File: config.mk
export PLATFORM = sky130hd
export DESIGN_NAME = irq_vector_ctrl
export DESIGN_NICKNAME = d
export VERILOG_FILES = /design/src/rtl/irq_vec_pkg.sv /design/src/rtl/irq_lowest_scan.sv /design/src/rtl/irq_state_regs.sv /design/src/rtl/irq_bus_fsm.sv /design/src/rtl/irq_vector_ctrl.sv
export SDC_FILE = /design/constraint.sdc
export NUM_CORES = 1
export LEC_CHECK = 0
export ABC_AREA = 1
export BUFFER_PORTS_ARGS = -buffer_cell sky130_fd_sc_hd__buf_2
export CORE_MARGIN = 3
export CORE_UTILIZATION = 46
export DETAILED_ROUTE_END_ITERATION = 10
export PLACE_DENSITY = 0.68
export SLEW_MARGIN = 30
export SYNTH_ARGS = -nofsm -noshare
export SYNTH_HDL_FRONTEND = slang
export SYNTH_HIERARCHICAL = 1
export SYNTH_SLANG_ARGS = --single-unit
File: constraint.sdc
create_clock -name clk -period 4.15 [get_ports clk]
set_input_delay 0 -clock clk [delete_from_list [all_inputs] [get_ports clk]]
set_output_delay 0 -clock clk [all_outputs]
set_load 0.005 [all_outputs]
File: src/rtl/irq_vec_pkg.sv
package irq_vec_pkg;

    localparam int ADDR_W = 4;

    // Register word addresses
    localparam logic [ADDR_W-1:0] A_VECTOR  = 4'd0;
    localparam logic [ADDR_W-1:0] A_STATUS  = 4'd1;
    localparam logic [ADDR_W-1:0] A_MASK    = 4'd2;
    localparam logic [ADDR_W-1:0] A_MASK_EN = 4'd4;
    localparam logic [ADDR_W-1:0] A_MASK_DS = 4'd5;
    localparam logic [ADDR_W-1:0] A_PEND_CL = 4'd6;
    localparam logic [ADDR_W-1:0] A_EOI     = 4'd7;

    typedef enum logic {
        BUS_IDLE = 1'b0,
        BUS_RESP = 1'b1
    } bus_state_e;

endpackage

File: src/rtl/irq_lowest_scan.sv
module irq_lowest_scan #(
    parameter int NUM_SRC = 32,
    localparam int IDX_W = $clog2(NUM_SRC)
) (
    input  logic [NUM_SRC-1:0] vec,
    output logic               found,
    output logic [IDX_W-1:0]   idx
);
    // Chain of "nothing below me" flags, built bit by bit
    logic [NUM_SRC:0]   none_below;
    logic [NUM_SRC-1:0] first_hot;

    assign none_below[0] = 1'b1;

    for (genvar g = 0; g < NUM_SRC; g++) begin : g_chain
        assign first_hot[g]      = vec[g] & none_below[g];
        assign none_below[g + 1] = none_below[g] & ~vec[g];
    end

    assign found = ~none_below[NUM_SRC];

    always_comb begin
        idx = '0;
        for (int i = 0; i < NUM_SRC; i++) begin
            if (first_hot[i]) idx = IDX_W'(i);
        end
    end

endmodule

File: src/rtl/irq_state_regs.sv
module irq_state_regs #(
    parameter int NUM_SRC = 32
) (
    input  logic               clk,
    input  logic               rst_n,
    input  logic [NUM_SRC-1:0] req_in,
    input  logic [NUM_SRC-1:0] set_mask,
    input  logic [NUM_SRC-1:0] clr_mask,
    input  logic [NUM_SRC-1:0] clr_pend,
    output logic [NUM_SRC-1:0] pend,
    output logic [NUM_SRC-1:0] mask
);
    always_ff @(posedge clk) begin
        if (!rst_n) begin
            pend <= '0;
            mask <= '0;
        end else begin
            // Set wins over clear
            pend <= (pend & ~clr_pend) | req_in;
            mask <= (mask | set_mask) & ~clr_mask;
        end
    end


    req_set_chk: assert property (@(posedge clk) disable iff (!rst_n)
        (|req_in) |=> ((pend & $past(req_in)) == $past(req_in)));


    pend_clr_chk: assert property (@(posedge clk) disable iff (!rst_n)
        (|(clr_pend & ~req_in)) |=> ((pend & $past(clr_pend & ~req_in)) == '0));


    set_wins_chk: assert property (@(posedge clk) disable iff (!rst_n)
        (|(clr_pend & req_in)) |=> ((pend & $past(clr_pend & req_in)) == $past(clr_pend & req_in)));


    mask_en_chk: assert property (@(posedge clk) disable iff (!rst_n)
        ((|set_mask) && !(|clr_mask)) |=> ((mask & $past(set_mask)) == $past(set_mask)));


    mask_ds_chk: assert property (@(posedge clk) disable iff (!rst_n)
        (|clr_mask) |=> ((mask & $past(clr_mask)) == '0));

endmodule

File: src/rtl/irq_bus_fsm.sv
module irq_bus_fsm
    import irq_vec_pkg::*;
#(
    parameter int NUM_SRC = 32,
    parameter int DATA_W  = 32,
    localparam int IDX_W  = $clog2(NUM_SRC)
) (
    input  logic               clk,
    input  logic               rst_n,
    input  logic               rd_en,
    input  logic               wr_en,
    input  logic [ADDR_W-1:0]  addr,
    input  logic [DATA_W-1:0]  wdata,
    input  logic [NUM_SRC-1:0] pend,
    input  logic [NUM_SRC-1:0] mask,
    output logic [NUM_SRC-1:0] set_mask,
    output logic [NUM_SRC-1:0] clr_mask,
    output logic [NUM_SRC-1:0] clr_pend,
    output logic [DATA_W-1:0]  rdata,
    output logic               rd_valid
);
    bus_state_e state, state_nx;

    logic             scan_found;
    logic [IDX_W-1:0] scan_idx;
    logic [DATA_W-1:0] vec_value;
    logic [DATA_W-1:0] last_vec;
    logic [DATA_W-1:0] rdata_nx;
    logic              vec_rd;

    irq_lowest_scan #(.NUM_SRC(NUM_SRC)) u_scan (
        .vec   (pend),
        .found (scan_found),
        .idx   (scan_idx)
    );

    assign vec_rd    = rd_en && (addr == A_VECTOR);
    assign vec_value = scan_found ? DATA_W'(scan_idx) : '0;

    // Command decode
    always_comb begin
        set_mask = '0;
        clr_mask = '0;
        clr_pend = '0;
        if (wr_en) begin
            unique case (addr)
                A_MASK_EN: set_mask = wdata[NUM_SRC-1:0];
                A_MASK_DS: clr_mask = wdata[NUM_SRC-1:0];
                A_PEND_CL,
                A_EOI:     clr_pend = wdata[NUM_SRC-1:0];
                default: ;
            endcase
        end
        if (vec_rd && scan_found) begin
            clr_pend[scan_idx] = 1'b1;
        end
    end

    // Read mux
    always_comb begin
        unique case (addr)
            A_VECTOR: rdata_nx = vec_value;
            A_STATUS: rdata_nx = last_vec;
            A_MASK:   rdata_nx = DATA_W'(mask);
            default:  rdata_nx = '0;
        endcase
    end

    // Next-state logic
    always_comb begin
        unique case (state)
            BUS_IDLE: state_nx = rd_en ? BUS_RESP : BUS_IDLE;
            BUS_RESP: state_nx = rd_en ? BUS_RESP : BUS_IDLE;
            default:  state_nx = BUS_IDLE;
        endcase
    end

    // State register
    always_ff @(posedge clk) begin
        if (!rst_n) state <= BUS_IDLE;
        else        state <= state_nx;
    end

    // Output / data registers
    always_ff @(posedge clk) begin
        if (!rst_n) begin
            rdata    <= '0;
            last_vec <= '0;
        end else begin
            if (rd_en)  rdata    <= rdata_nx;
            if (vec_rd) last_vec <= vec_value;
        end
    end

    assign rd_valid = (state == BUS_RESP);


    rd_valid_chk: assert property (@(posedge clk) disable iff (!rst_n)
        rd_en |=> rd_valid);


    rd_idle_chk: assert property (@(posedge clk) disable iff (!rst_n)
        !rd_en |=> !rd_valid);


    status_track_chk: assert property (@(posedge clk) disable iff (!rst_n)
        vec_rd |=> (last_vec == rdata));


    ack_pick_chk: assert property (@(posedge clk) disable iff (!rst_n)
        (vec_rd && scan_found) |-> (pend[scan_idx] && $onehot0(pend & ((NUM_SRC'(1) << scan_idx) - NUM_SRC'(1)) & pend) == 1'b1 && (pend & ((NUM_SRC'(1) << scan_idx) - NUM_SRC'(1))) == '0));

endmodule

File: src/rtl/irq_vector_ctrl.sv
module irq_vector_ctrl
    import irq_vec_pkg::*;
#(
    parameter int NUM_SRC = 32,
    parameter int DATA_W  = 32
) (
    input  logic               clk,
    input  logic               rst_n,
    input  logic [NUM_SRC-1:0] req_in,
    input  logic               rd_en,
    input  logic               wr_en,
    input  logic [ADDR_W-1:0]  addr,
    input  logic [DATA_W-1:0]  wdata,
    output logic [DATA_W-1:0]  rdata,
    output logic               rd_valid,
    output logic               fiq_n,
    output logic               irq_n
);
    logic [NUM_SRC-1:0] pend_w;
    logic [NUM_SRC-1:0] mask_w;
    logic [NUM_SRC-1:0] set_mask_w;
    logic [NUM_SRC-1:0] clr_mask_w;
    logic [NUM_SRC-1:0] clr_pend_w;
    logic [NUM_SRC-1:0] active;

    irq_bus_fsm #(.NUM_SRC(NUM_SRC), .DATA_W(DATA_W)) u_bus (
        .clk      (clk),
        .rst_n    (rst_n),
        .rd_en    (rd_en),
        .wr_en    (wr_en),
        .addr     (addr),
        .wdata    (wdata),
        .pend     (pend_w),
        .mask     (mask_w),
        .set_mask (set_mask_w),
        .clr_mask (clr_mask_w),
        .clr_pend (clr_pend_w),
        .rdata    (rdata),
        .rd_valid (rd_valid)
    );

    irq_state_regs #(.NUM_SRC(NUM_SRC)) u_state (
        .clk      (clk),
        .rst_n    (rst_n),
        .req_in   (req_in),
        .set_mask (set_mask_w),
        .clr_mask (clr_mask_w),
        .clr_pend (clr_pend_w),
        .pend     (pend_w),
        .mask     (mask_w)
    );

    assign active = pend_w & mask_w;
    assign fiq_n  = ~active[0];
    assign irq_n  = ~(|active[NUM_SRC-1:1]);


    fiq_gate_chk: assert property (@(posedge clk) disable iff (!rst_n)
        !fiq_n |-> (mask_w[0] && pend_w[0]));


    irq_gate_chk: assert property (@(posedge clk) disable iff (!rst_n)
        !irq_n |-> ((|mask_w[NUM_SRC-1:1]) && (|pend_w[NUM_SRC-1:1])));


    reset_lines_chk: assert property (@(posedge clk)
        !rst_n |=> (fiq_n && irq_n));

endmodule

==> impl_metrics.toml <==
[worst_setup_path]
path_max_fanout = 7
rrSetupSlack_ps = 510
setup.worst_path.end = "u_state/pend[23]$_SDFF_PN0_"
r2r_start = "u_state/pend[0]$_SDFF_PN0_"
crit_type = "reg2reg"
timing.critical_path.buf_inv = 3
r2r_cells = 24
cpPeakStageDelay_ps = 360
crit_family = "simple AND/OR/NAND/NOR gates"
worstSetupStartpointType = "register"
cp.required_ps = 4370
arrival_ps = 3860
crit_path_start = "u_state/pend[0]$_SDFF_PN0_"
reg2reg_to = "u_state/pend[23]$_SDFF_PN0_"
crit_top_cell = "nor2_1"
cp_cell_sequence = "nor2_2, nand2_1, nor2_1, nand4_1, nor2_1, nand4_1, nor2_1, nand4_1, nor2_1, nand4_1, nor2_1, nand4_1, nor2_1, nand4_1, a21oi_1, nor2_1, nand2_1, inv_1, nor3_1, inv_1, o21ai_0, inv_1, nand2_1, a21oi_1"
crit_slowest_cell = "dfxtp_1"
cp-end-kind = "register"
cp.depth = 24

[grt]
use_met3 = 0.0263
busiest_layer = "met1"
grt_use_met2 = 0.352
overflow = 0
grt_pass1_wl_um = 25700
globalRouteTotalUtil = 0.244
grt_max_degree = 49
global_route.usage.met1 = 0.373
antenna_found_initial = 0
grt_pass1_vias = 5033

[timing]
fin_crit_sh = 0.877
period_minus_slack_ps = 3640
slew_headroom = 0.382
finalSetupViolCount = 0
finClkSkew_ps = 7.79
rsz0062_at_grt = "no"
hold_viol = 0
fmax_mhz = 275
tns_ps = 0
drv_slew = 0
worstMarginPinSlew_ps = 921

[layout]
antenna_cells = 0
finalInstanceArea_sq_um = 6700
fin_util = 0.579
layout_commonest_cell = "nand2_1"
drive_gt1_frac = 0.188
instances_no_fill = 1103
area_growth_pct = 21.8
fin_nets = 1029
final_cell_mix = "204 x nand2_1, 125 x inv_1, 121 x nor2_1"

[floorplanning]
die_area_sq_um = 13300
ios = 107
die_x_um = 115
coreArea_sq_um = 11600
placement_rows = 39
die_h_um = 115
initial_core_util = 0.476

[place]
dp_hpwl_um = 12000
io_buffers = 106
routabilityCongestion = 0.928
dp_cells = 1056
dpl_cell_area_sq_um = 6060

[logic_synthesis]
synth_ff_type = "dfxtp_1"
yosys.area.top_type = "dfxtp_1"
syn_area_per_cell_sq_um = 6.60
netlist_area_sq_um = 5500
synth_area_leaders = "dfxtp_1 37%, nand2_1 14%, inv_1 8.5%"
synth-edff-count = 0
synth_fp_nets = 905
ys_seq_area_frac = 0.371
yosysTopAreaCellShare = 0.371
synth-seq-cells = 102
ys.warnings.count = 6
synthDistinctLibCells = 35
postSynthCellCount = 833
ys_async_sr_fraction = 0

[cts]
cts_buffers = 9
holdBufCountCts = 33
cts_tree = "built"
clkLatencyLatePin_ps = 350
cts.clk_slew.worst_paths_ps = 70
clockBufferDepth = 2
root_buffer = "clkbuf_16"
postCtsResizedCells = 0
clock_sinks = 102
h-tree-depth = 3
post_cts_buffers = 0

[power_and_ir_drop]
leakage_nw = 3.00
power_density_nw_per_um2 = 328
ir_drop_mv = 0.145

[drt]
drc = 0
dr_total_vias = 5771
avgRoutedWirePerCell_um = 14.7
viasPerCell = 5.23
wl_um = 16200
first_pass_iters = 5
ant_nets = 0
drt_iter0_drc = 546

[run_status]
status = "complete, no violations"

[worst_hold_path]
whs_path_depth = 4
hold_path.class = "in2reg"

[flow_run]
cap_violations = 0
state kept, by name (all words and copies together), names as in the netlist:
| signal | count |
|---|---|
| u_bus/last_vec | 5 |
| u_bus/rd_valid | 1 |
| u_bus/rdata | 32 |
| u_state/mask | 32 |
| u_state/pend | 32 |
routing by layer:
| metal | share of wire | vias to the layer above |
|---|---|---|
| met3 | 0.074 | 25 |
| met1 | 0.48 | 2610 |
| met5 | 0 | - |
| met2 | 0.43 | 246 |
| met4 | 0.020 | 0 |
| li1 | - | 2890 |
report_power, final:
part | switching, mW | internal [mW]
combinational | 0.158 | 0.0945
clock | 0.377 | 0.526
sequential | 0.0385 | 1.01
total | 0.573 | 1.63
tightest hold or removal path, delay by kind of cell:
kind	cells	cell delay, ps
buffers and inverters	1	100
AND/OR/NAND/NOR	3	220
worst min-delay path by stage:
| stage | start | endpoint | slack (ps) |
|---|---|---|---|
| 2_1_floorplan | rst_n | u_bus/rd_valid$_SDFF_PN0_ | 120 |
| 3_3_place_gp | req_in[13] | u_state/pend[13]$_SDFF_PN0_ | 240 |
| 3_5_place_dp | req_in[13] | u_state/pend[13]$_SDFF_PN0_ | 240 |
| 4_1_cts | wdata[30] | u_state/mask[30]$_SDFF_PN0_ | 10 |
| 5_1_grt | rd_en | u_bus/rdata[2]$_SDFFE_PN0P_ | 30 |
| 6_report | wdata[30] | u_state/mask[30]$_SDFF_PN0_ | 20 |
final cells by class:
cell class,count,area (sq um)
clock buffer,9,225
clock inverter,5,82.6
fill,1171,4860
inverter,130,488
multi-input combinational,572,2800
sequential,102,2040
tap,143,179
timing repair buffer,142,883
synth_stat cells, types with 5 or more instances:
master / n
buf_1: 5
inv_1: 125
nor3_2: 28
buf_6: 6
o21ai_0: 17
nand2_1: 204
clkbuf_1: 9
nor3_1: 12
o22ai_1: 16
nor2_2: 7
a21oi_1: 73
o21ai_1: 5
nor2_4: 7
buf_2: 7
dfxtp_1: 102
nor2_1: 121
nand4_1: 15
nand3_1: 47
kinds of logic (layout without fill, tap and decap cells):
| group | Yosys count | after routing | share of synthesized area |
|---|---|---|---|
| simple gates | 453 | 453 | 0.391 |
| flops | 102 | 102 | 0.371 |
| compound gates | 119 | 119 | 0.118 |
| buf+inv | 159 | 286 | 0.120 |
per-stage QoR:
| stage | total power, mW | setup slack [ps] | hold slack, ps |
|---|---|---|---|
| 2_1_floorplan | 1.20 | 1240 | 124 |
| 3_3_place_gp | 1.29 | 721 | 240 |
| 3_5_place_dp | 1.29 | 617 | 240 |
| 4_1_cts | 2.21 | 584 | 13.6 |
| 5_1_grt | 2.28 | 53.9 | 31.4 |
| 6_report | 2.20 | 512 | 17.7 |
No activity file was read; power rests on OpenSTA's default activity.
